File: src/rtl/pwm_phase_pkg.sv
package pwm_phase_pkg;

    typedef enum logic [1:0] {
        ST_IDLE = 2'd0,
        ST_RUN  = 2'd1,
        ST_DONE = 2'd2
    } gen_state_e;

    localparam int unsigned ADDR_W  = 3;
    localparam int unsigned DATA_W  = 32;
    localparam int unsigned MASK_SH = 16;

    // register addresses
    localparam logic [ADDR_W-1:0] A_ENABLE = 3'd0;
    localparam logic [ADDR_W-1:0] A_PERIOD = 3'd1;
    localparam logic [ADDR_W-1:0] A_DUTY   = 3'd2;
    localparam logic [ADDR_W-1:0] A_OFFSET = 3'd3;
    localparam logic [ADDR_W-1:0] A_MODE   = 3'd4;
    localparam logic [ADDR_W-1:0] A_ISTAT  = 3'd5;
    localparam logic [ADDR_W-1:0] A_IMASK  = 3'd6;

    // bit positions inside the enable register
    localparam int unsigned EN_OUT    = 0;
    localparam int unsigned EN_CLK    = 1;
    localparam int unsigned EN_COMMIT = 2;

    // mode register: one-shot flag and repetition field base
    localparam int unsigned MODE_ONESHOT = 0;
    localparam int unsigned MODE_REP_LSB = 16;

endpackage

File: src/rtl/pwm_regs.sv
module pwm_regs
    import pwm_phase_pkg::*;
#(
    parameter int unsigned CNT_W = 32,
    parameter int unsigned REP_W = 16
) (
    input  logic              clk,
    input  logic              rst_n,
    input  logic              bus_we,
    input  logic [ADDR_W-1:0] bus_addr,
    input  logic [DATA_W-1:0] bus_wdata,
    output logic [DATA_W-1:0] bus_rdata,
    input  logic              commit_take,
    input  logic              done_pulse,
    output logic [CNT_W-1:0]  sh_period,
    output logic [CNT_W-1:0]  sh_duty,
    output logic [CNT_W-1:0]  sh_offset,
    output logic              sh_oneshot,
    output logic [REP_W-1:0]  sh_reps,
    output logic              run,
    output logic              commit_pend,
    output logic              irq_stat,
    output logic              irq_mask
);

    logic out_en;
    logic clk_en;

    assign run = out_en & clk_en;

    always_ff @(posedge clk or negedge rst_n) begin
        if (!rst_n) begin
            out_en      <= 1'b0;
            clk_en      <= 1'b0;
            commit_pend <= 1'b0;
            sh_period   <= '0;
            sh_duty     <= '0;
            sh_offset   <= '0;
            sh_oneshot  <= 1'b0;
            sh_reps     <= '0;
            irq_stat    <= 1'b0;
            irq_mask    <= 1'b0;
        end else begin
            if (commit_take) begin
                commit_pend <= 1'b0;
            end
            if (bus_we) begin
                case (bus_addr)
                    A_ENABLE: begin
                        if (bus_wdata[MASK_SH + EN_OUT]) out_en <= bus_wdata[EN_OUT];
                        if (bus_wdata[MASK_SH + EN_CLK]) clk_en <= bus_wdata[EN_CLK];
                        if (bus_wdata[MASK_SH + EN_COMMIT] && bus_wdata[EN_COMMIT]) begin
                            commit_pend <= 1'b1;
                        end
                    end
                    A_PERIOD: sh_period <= bus_wdata[CNT_W-1:0];
                    A_DUTY:   sh_duty   <= bus_wdata[CNT_W-1:0];
                    A_OFFSET: sh_offset <= bus_wdata[CNT_W-1:0];
                    A_MODE: begin
                        sh_oneshot <= bus_wdata[MODE_ONESHOT];
                        sh_reps    <= bus_wdata[MODE_REP_LSB +: REP_W];
                    end
                    A_ISTAT: if (bus_wdata[0]) irq_stat <= 1'b0;
                    A_IMASK: irq_mask <= bus_wdata[0];
                    default: ;
                endcase
            end
            // a completion in the same cycle as a clear wins
            if (done_pulse) begin
                irq_stat <= 1'b1;
            end
        end
    end

    always_comb begin
        bus_rdata = '0;
        case (bus_addr)
            A_ENABLE: begin
                bus_rdata[EN_OUT]    = out_en;
                bus_rdata[EN_CLK]    = clk_en;
                bus_rdata[EN_COMMIT] = commit_pend;
            end
            A_PERIOD: bus_rdata = DATA_W'(sh_period);
            A_DUTY:   bus_rdata = DATA_W'(sh_duty);
            A_OFFSET: bus_rdata = DATA_W'(sh_offset);
            A_MODE: begin
                bus_rdata[MODE_ONESHOT]         = sh_oneshot;
                bus_rdata[MODE_REP_LSB +: REP_W] = sh_reps;
            end
            A_ISTAT: bus_rdata[0] = irq_stat;
            A_IMASK: bus_rdata[0] = irq_mask;
            default: bus_rdata = '0;
        endcase
    end

endmodule

File: src/rtl/pwm_core.sv
module pwm_core
    import pwm_phase_pkg::*;
#(
    parameter int unsigned CNT_W = 32,
    parameter int unsigned REP_W = 16
) (
    input  logic             clk,
    input  logic             rst_n,
    input  logic             run,
    input  logic             commit_pend,
    input  logic [CNT_W-1:0] sh_period,
    input  logic [CNT_W-1:0] sh_duty,
    input  logic [CNT_W-1:0] sh_offset,
    input  logic             sh_oneshot,
    input  logic [REP_W-1:0] sh_reps,
    output logic             commit_take,
    output logic             done_pulse,
    output logic             pwm_out,
    output gen_state_e       state,
    output logic [CNT_W-1:0] act_period,
    output logic [CNT_W-1:0] act_duty,
    output logic [CNT_W-1:0] act_offset
);

    gen_state_e       st_nxt;
    logic [CNT_W-1:0] cnt;
    logic             act_oneshot;
    logic [REP_W-1:0] act_reps;
    logic [REP_W-1:0] rep_cnt;
    logic [REP_W:0]   reps_need;
    logic [REP_W:0]   rep_next;
    logic             boundary;
    logic             last_rep;
    logic             launch;
    logic             reload;
    logic             finish;
    logic             hit;
    logic             pwm_q;
    logic [CNT_W-1:0] load_off;

    function automatic logic [CNT_W-1:0] limit_offset(
        input logic [CNT_W-1:0] p,
        input logic [CNT_W-1:0] d,
        input logic [CNT_W-1:0] o
    );
        if (d >= p)         return '0;
        else if (o > p - d) return p - d;
        else                return o;
    endfunction

    assign load_off  = limit_offset(sh_period, sh_duty, sh_offset);
    assign boundary  = (act_period == '0) || (cnt == act_period - CNT_W'(1));
    assign reps_need = (act_reps == '0) ? (REP_W+1)'(1) : {1'b0, act_reps};
    assign rep_next  = {1'b0, rep_cnt} + (REP_W+1)'(1);
    assign last_rep  = act_oneshot && (rep_next >= reps_need);
    assign launch    = run && commit_pend && (state != ST_RUN);
    assign reload    = run && (state == ST_RUN) && boundary && commit_pend;
    assign finish    = run && (state == ST_RUN) && boundary && !commit_pend && last_rep;
    assign hit       = (act_period != '0) && (cnt >= act_offset)
                       && ((cnt - act_offset) < act_duty);

    assign commit_take = launch || reload;
    assign done_pulse  = finish;
    assign pwm_out     = pwm_q;

    // next-state decode
    always_comb begin
        st_nxt = state;
        unique case (state)
            ST_IDLE, ST_DONE: if (launch) st_nxt = ST_RUN;
            ST_RUN:           if (finish) st_nxt = ST_DONE;
            default:          st_nxt = ST_IDLE;
        endcase
    end

    // state register
    always_ff @(posedge clk or negedge rst_n) begin
        if (!rst_n) begin
            state <= ST_IDLE;
        end else begin
            state <= st_nxt;
        end
    end

    // counter, live settings and output
    always_ff @(posedge clk or negedge rst_n) begin
        if (!rst_n) begin
            cnt         <= '0;
            rep_cnt     <= '0;
            act_period  <= '0;
            act_duty    <= '0;
            act_offset  <= '0;
            act_oneshot <= 1'b0;
            act_reps    <= '0;
            pwm_q       <= 1'b0;
        end else if (run) begin
            if (commit_take) begin
                act_period  <= sh_period;
                act_duty    <= sh_duty;
                act_offset  <= load_off;
                act_oneshot <= sh_oneshot;
                act_reps    <= sh_reps;
            end
            unique case (state)
                ST_IDLE, ST_DONE: begin
                    pwm_q <= 1'b0;
                    if (launch) begin
                        cnt     <= '0;
                        rep_cnt <= '0;
                    end
                end
                ST_RUN: begin
                    pwm_q <= hit;
                    if (boundary) begin
                        cnt     <= '0;
                        rep_cnt <= reload ? '0 : rep_next[REP_W-1:0];
                    end else begin
                        cnt <= cnt + CNT_W'(1);
                    end
                end
                default: pwm_q <= 1'b0;
            endcase
        end
    end

endmodule

File: src/rtl/pwm_phase_gen.sv
module pwm_phase_gen
    import pwm_phase_pkg::*;
#(
    parameter int unsigned CNT_W = 32,
    parameter int unsigned REP_W = 16
) (
    input  logic              clk,
    input  logic              rst_n,
    input  logic              bus_we,
    input  logic [ADDR_W-1:0] bus_addr,
    input  logic [DATA_W-1:0] bus_wdata,
    output logic [DATA_W-1:0] bus_rdata,
    output logic              pwm_out,
    output logic              irq
);

    logic             run;
    logic             commit_pend;
    logic             commit_take;
    logic             done_pulse;
    logic             irq_stat;
    logic             irq_mask;
    logic [CNT_W-1:0] sh_period;
    logic [CNT_W-1:0] sh_duty;
    logic [CNT_W-1:0] sh_offset;
    logic             sh_oneshot;
    logic [REP_W-1:0] sh_reps;
    logic [CNT_W-1:0] act_period;
    logic [CNT_W-1:0] act_duty;
    logic [CNT_W-1:0] act_offset;
    gen_state_e       state;

    pwm_regs #(.CNT_W(CNT_W), .REP_W(REP_W)) u_regs (
        .clk         (clk),
        .rst_n       (rst_n),
        .bus_we      (bus_we),
        .bus_addr    (bus_addr),
        .bus_wdata   (bus_wdata),
        .bus_rdata   (bus_rdata),
        .commit_take (commit_take),
        .done_pulse  (done_pulse),
        .sh_period   (sh_period),
        .sh_duty     (sh_duty),
        .sh_offset   (sh_offset),
        .sh_oneshot  (sh_oneshot),
        .sh_reps     (sh_reps),
        .run         (run),
        .commit_pend (commit_pend),
        .irq_stat    (irq_stat),
        .irq_mask    (irq_mask)
    );

    pwm_core #(.CNT_W(CNT_W), .REP_W(REP_W)) u_core (
        .clk         (clk),
        .rst_n       (rst_n),
        .run         (run),
        .commit_pend (commit_pend),
        .sh_period   (sh_period),
        .sh_duty     (sh_duty),
        .sh_offset   (sh_offset),
        .sh_oneshot  (sh_oneshot),
        .sh_reps     (sh_reps),
        .commit_take (commit_take),
        .done_pulse  (done_pulse),
        .pwm_out     (pwm_out),
        .state       (state),
        .act_period  (act_period),
        .act_duty    (act_duty),
        .act_offset  (act_offset)
    );

    assign irq = irq_stat & irq_mask;

endmodule

File: config.mk
export PLATFORM = sky130hd
export DESIGN_NAME = pwm_phase_gen
export DESIGN_NICKNAME = d
export VERILOG_FILES = /design/src/rtl/pwm_phase_pkg.sv /design/src/rtl/pwm_regs.sv /design/src/rtl/pwm_core.sv /design/src/rtl/pwm_phase_gen.sv
export SDC_FILE = /design/constraint.sdc
export NUM_CORES = 1
export LEC_CHECK = 0
export ABC_AREA = 1
export CAP_MARGIN = 0
export CORE_MARGIN = 2
export CORE_UTILIZATION = 30
export DETAILED_ROUTE_END_ITERATION = 6
export DONT_BUFFER_PORTS = 1
export PLACE_DENSITY = 0.53
export SLEW_MARGIN = 10
export SYNTH_ARGS = -nofsm -noshare
export SYNTH_HDL_FRONTEND = slang
export SYNTH_HIERARCHICAL = 1
export SYNTH_SLANG_ARGS = --single-unit
File: constraint.sdc
create_clock -name clk -period 5.5 [get_ports clk]
set_input_delay 1.1 -clock clk [delete_from_list [all_inputs] [get_ports clk]]
set_output_delay 1.1 -clock clk [all_outputs]
set_load 0.1 [all_outputs]
==> impl_metrics.tcl <==
set metrics [dict create \
    maxSlewViolCount 0 \
    synth_top_area_share_pct 34.5 \
    powerDensity_nw_per_um2 537 \
    status "finished, final reports clean" \
    routed_wl_um 70000 \
    io_pins 72 \
    worstSetupPathType "flip-flop to flip-flop" \
    chipHeight_um 265 \
    async_reset_ff_share_pct 100 \
    cp-end-kind "flip-flop" \
    min_path_type "primary input to asynchronous set/reset pin" \
    clkSinkCount 282 \
    worstPathRequired_ps 5990 \
    max_clock_freq_ghz 0.210 \
    gp_congestion 0.993 \
    rsz0062_at_grt "false" \
    synthFlopType "dfrtp_1" \
    peakVddDrop_mv 0.290 \
    numCtsBuffers 31 \
    cts_resized 0 \
    setup_violations 0 \
    start_util_pct 30.4 \
    syn_nets 3074 \
    dpl.cell_count 3699 \
    fin_nets 3046 \
    diodes 0 \
    avgSynthCellArea_um2 7.08 \
    hold_buffers 0 \
    drtAntennaViolNets 0 \
    worst_slew_pin_slew_ps 1070 \
    crit_path_start_kind "flip-flop" \
    drv_cap 0 \
    grt_pass1_vias 17940 \
    synth_seq_cells 282 \
    synth_edf_count 0 \
    dr.pass1.iters 5 \
    hpwl_um 54800 \
    gr-total-overflow 0 \
    final_layout_size_suffix_gt1_share_pct 5.10 \
    period_share_pct 86.5 \
    grt_pass1_wl_um 108000 \
    syn_area_um2 20500 \
    root_buffer "clkbuf_16" \
    core-area_um2 67300 \
    postLayoutCellArea_um2 22300 \
    synth_most_common_cell "nand2_1" \
    synthTopCellsByArea "dfrtp_1 35%, nand2_1 16%, ha_1 9.0%, inv_1 7.1%, o21ai_0 5.1%" \
    seq_area_frac_synth_pct 34.5 \
    synth_top_cell_by_area "dfrtp_1" \
    drtIter0Drc 1458 \
    die_area_um2 70300 \
    die_w_um 265 \
    yosysWarnings 6 \
    slew-limit-headroom_pct 28.4 \
    synthCells 2887 \
    hold_viol_final 0 \
    clock_skew_ps 25.4 \
    synth_top_cells_by_count "869 x nand2_1, 388 x inv_1, 282 x dfrtp_1, 220 x nor2_1, 208 x o21ai_0" \
    clk_pin_slew_worst_paths_ps 70 \
    port_buffers 0 \
    post_cts_buffers 0 \
    post_drt_wl_per_cell_um 18.6 \
    leakagePower_nw 10.9 \
    rows 95 \
    placed_area_um2 21200 \
    final_util_pct 33.1 \
    cp.arrival_ps 5240 \
    cts_buffer_depth 3 \
    routed_via_density 4.87 \
    grt_usage_pct 19.8 \
    worst-path-max-fanout 59 \
    htree_num_levels 1 \
    vias 18309 \
    synth_cell_types 50 \
    fin_cells 3757 \
    fin_tns_setup_ps 0 \
    cts_tree "built" \
    grt_max_degree 283 \
    area.growth.synth_to_final_pct 8.93 \
    clk_latency_ps 610 \
    route.detailed.drc 0 \
    antenna_found_initial 1 \
    post-route-min-period_ps 4760 \
]
per-stage QoR:
stage | hold slack [ps] | power, mW | setup slack (ps)
floorplan | 441 | 7.93 | 1450
global placement | 461 | 9.79 | 939
detailed placement | 462 | 9.81 | 784
CTS | 200 | 12.0 | 763
global route | 178 | 13.1 | 236
finish | 195 | 12.0 | 743
cell usage in the layout, fill, tap and decap left out, drive strengths merged, types with 8 or more instances in the layout:
cell type,instances
nand3b,9
xnor2,35
o22ai,28
buf,22
clkbuf,45
o211ai,28
dfrtp,282
nor2,231
nand3,121
ha,147
xor2,72
nand4,42
nor4,18
o21bai,8
nor3,36
nand2,878
o21ai,297
a21oi,137
inv,392
sequential cells by signal (all words and copies together), names as in the netlist:
| register | cells |
|---|---|
| u_regs/sh_oneshot | 1 |
| u_core/pwm_out | 1 |
| u_regs/sh_period | 32 |
| u_regs/sh_offset | 32 |
| u_regs/sh_duty | 32 |
| u_regs/commit_pend | 1 |
| u_regs/out_en | 1 |
| u_regs/sh_reps | 16 |
| u_core/act_duty | 32 |
| u_core/rep_cnt | 16 |
| u_core/act_oneshot | 1 |
| u_core/act_offset | 32 |
| u_regs/irq_stat | 1 |
| u_core/act_reps | 16 |
| u_regs/irq_mask | 1 |
| u_regs/clk_en | 1 |
| u_core/act_period | 32 |
| u_core/state | 2 |
| u_core/cnt | 32 |
area by class of cell:
| class | instances | area, µm² |
|---|---|---|
| Clock buffer | 45 | 938 |
| Timing Repair Buffer | 22 | 190 |
| Sequential cell | 282 | 7060 |
| Fill cell | 7392 | 45000 |
| Tap cell | 873 | 1090 |
| Inverter | 391 | 1470 |
| Multi-Input combinational cell | 2131 | 11400 |
| Clock inverter | 13 | 93.8 |
where the power goes:
part | leakage [nW] | internal, mW | switching, mW
clock network | 0.496 | 1.19 | 0.941
logic | 6.69 | 2.31 | 4.40
registers | 3.70 | 2.55 | 0.575
total | 10.9 | 6.05 | 5.92
worst paths after layout:
kind                                           startpoint                           endpoint  slack (ps)  cells after the start
setup reg to reg            u_regs/sh_duty[2]$_DFFE_PN0P_  u_core/act_offset[21]$_DFFE_PN0P_         740                     26
min in group clk           u_core/act_oneshot$_DFFE_PN0P_     u_core/act_oneshot$_DFFE_PN0P_         470                      2
setup / recovery            u_regs/sh_duty[2]$_DFFE_PN0P_  u_core/act_offset[21]$_DFFE_PN0P_         740                     26
hold reg to reg            u_core/act_oneshot$_DFFE_PN0P_     u_core/act_oneshot$_DFFE_PN0P_         470                      2
hold / removal                                      rst_n     u_core/rep_cnt[12]$_DFFE_PN0P_         200                      0
max in group asynchronous                           rst_n   u_regs/sh_period[17]$_DFFE_PN0P_        4490                      0
worst max-delay path, cell delays in order, from the launching register on:
cell	delay [ps]
dfrtp_1	370
inv_1	70
ha_1	320
nand2_1	90
o21ai_0	280
a21oi_1	220
o21ai_0	560
nand2_1	110
nand2_1	150
nand3_1	110
nand2_1	90
nand2_1	50
nand2_1	50
inv_1	60
ha_1	290
nand2_1	70
inv_1	70
nand3_1	70
nor4_1	290
and3_1	240
nand3_1	70
nand2_1	190
clkinv_1	140
buf_12	210
or2_2	290
nand3_1	100
o21ai_2	80
logic make-up (layout without fill, tap and decap cells):
logic type / after synthesis / count (layout) / synth area share, %
AND/OR/NAND/NOR: 1347 / 1347 / 27.3
AO/OA/AOI/OAI: 525 / 525 / 14.5
buffers and inverters: 474 / 471 / 9.62
flip-flops: 282 / 282 / 34.5
adder cells (fa/ha/maj): 149 / 149 / 9.19
XOR/XNOR: 110 / 110 / 4.91
routing by layer:
metal / track usage (%) / wire length [µm] / vias to the layer above
met5: 0 / 13 / -
met4: 5.15 / 1780 / 2
met3: 2.37 / 3060 / 88
met2: 33.7 / 33100 / 364
met1: 26.7 / 32000 / 8549
li1: - / - / 9306
Power figures use the tool's default switching activity.
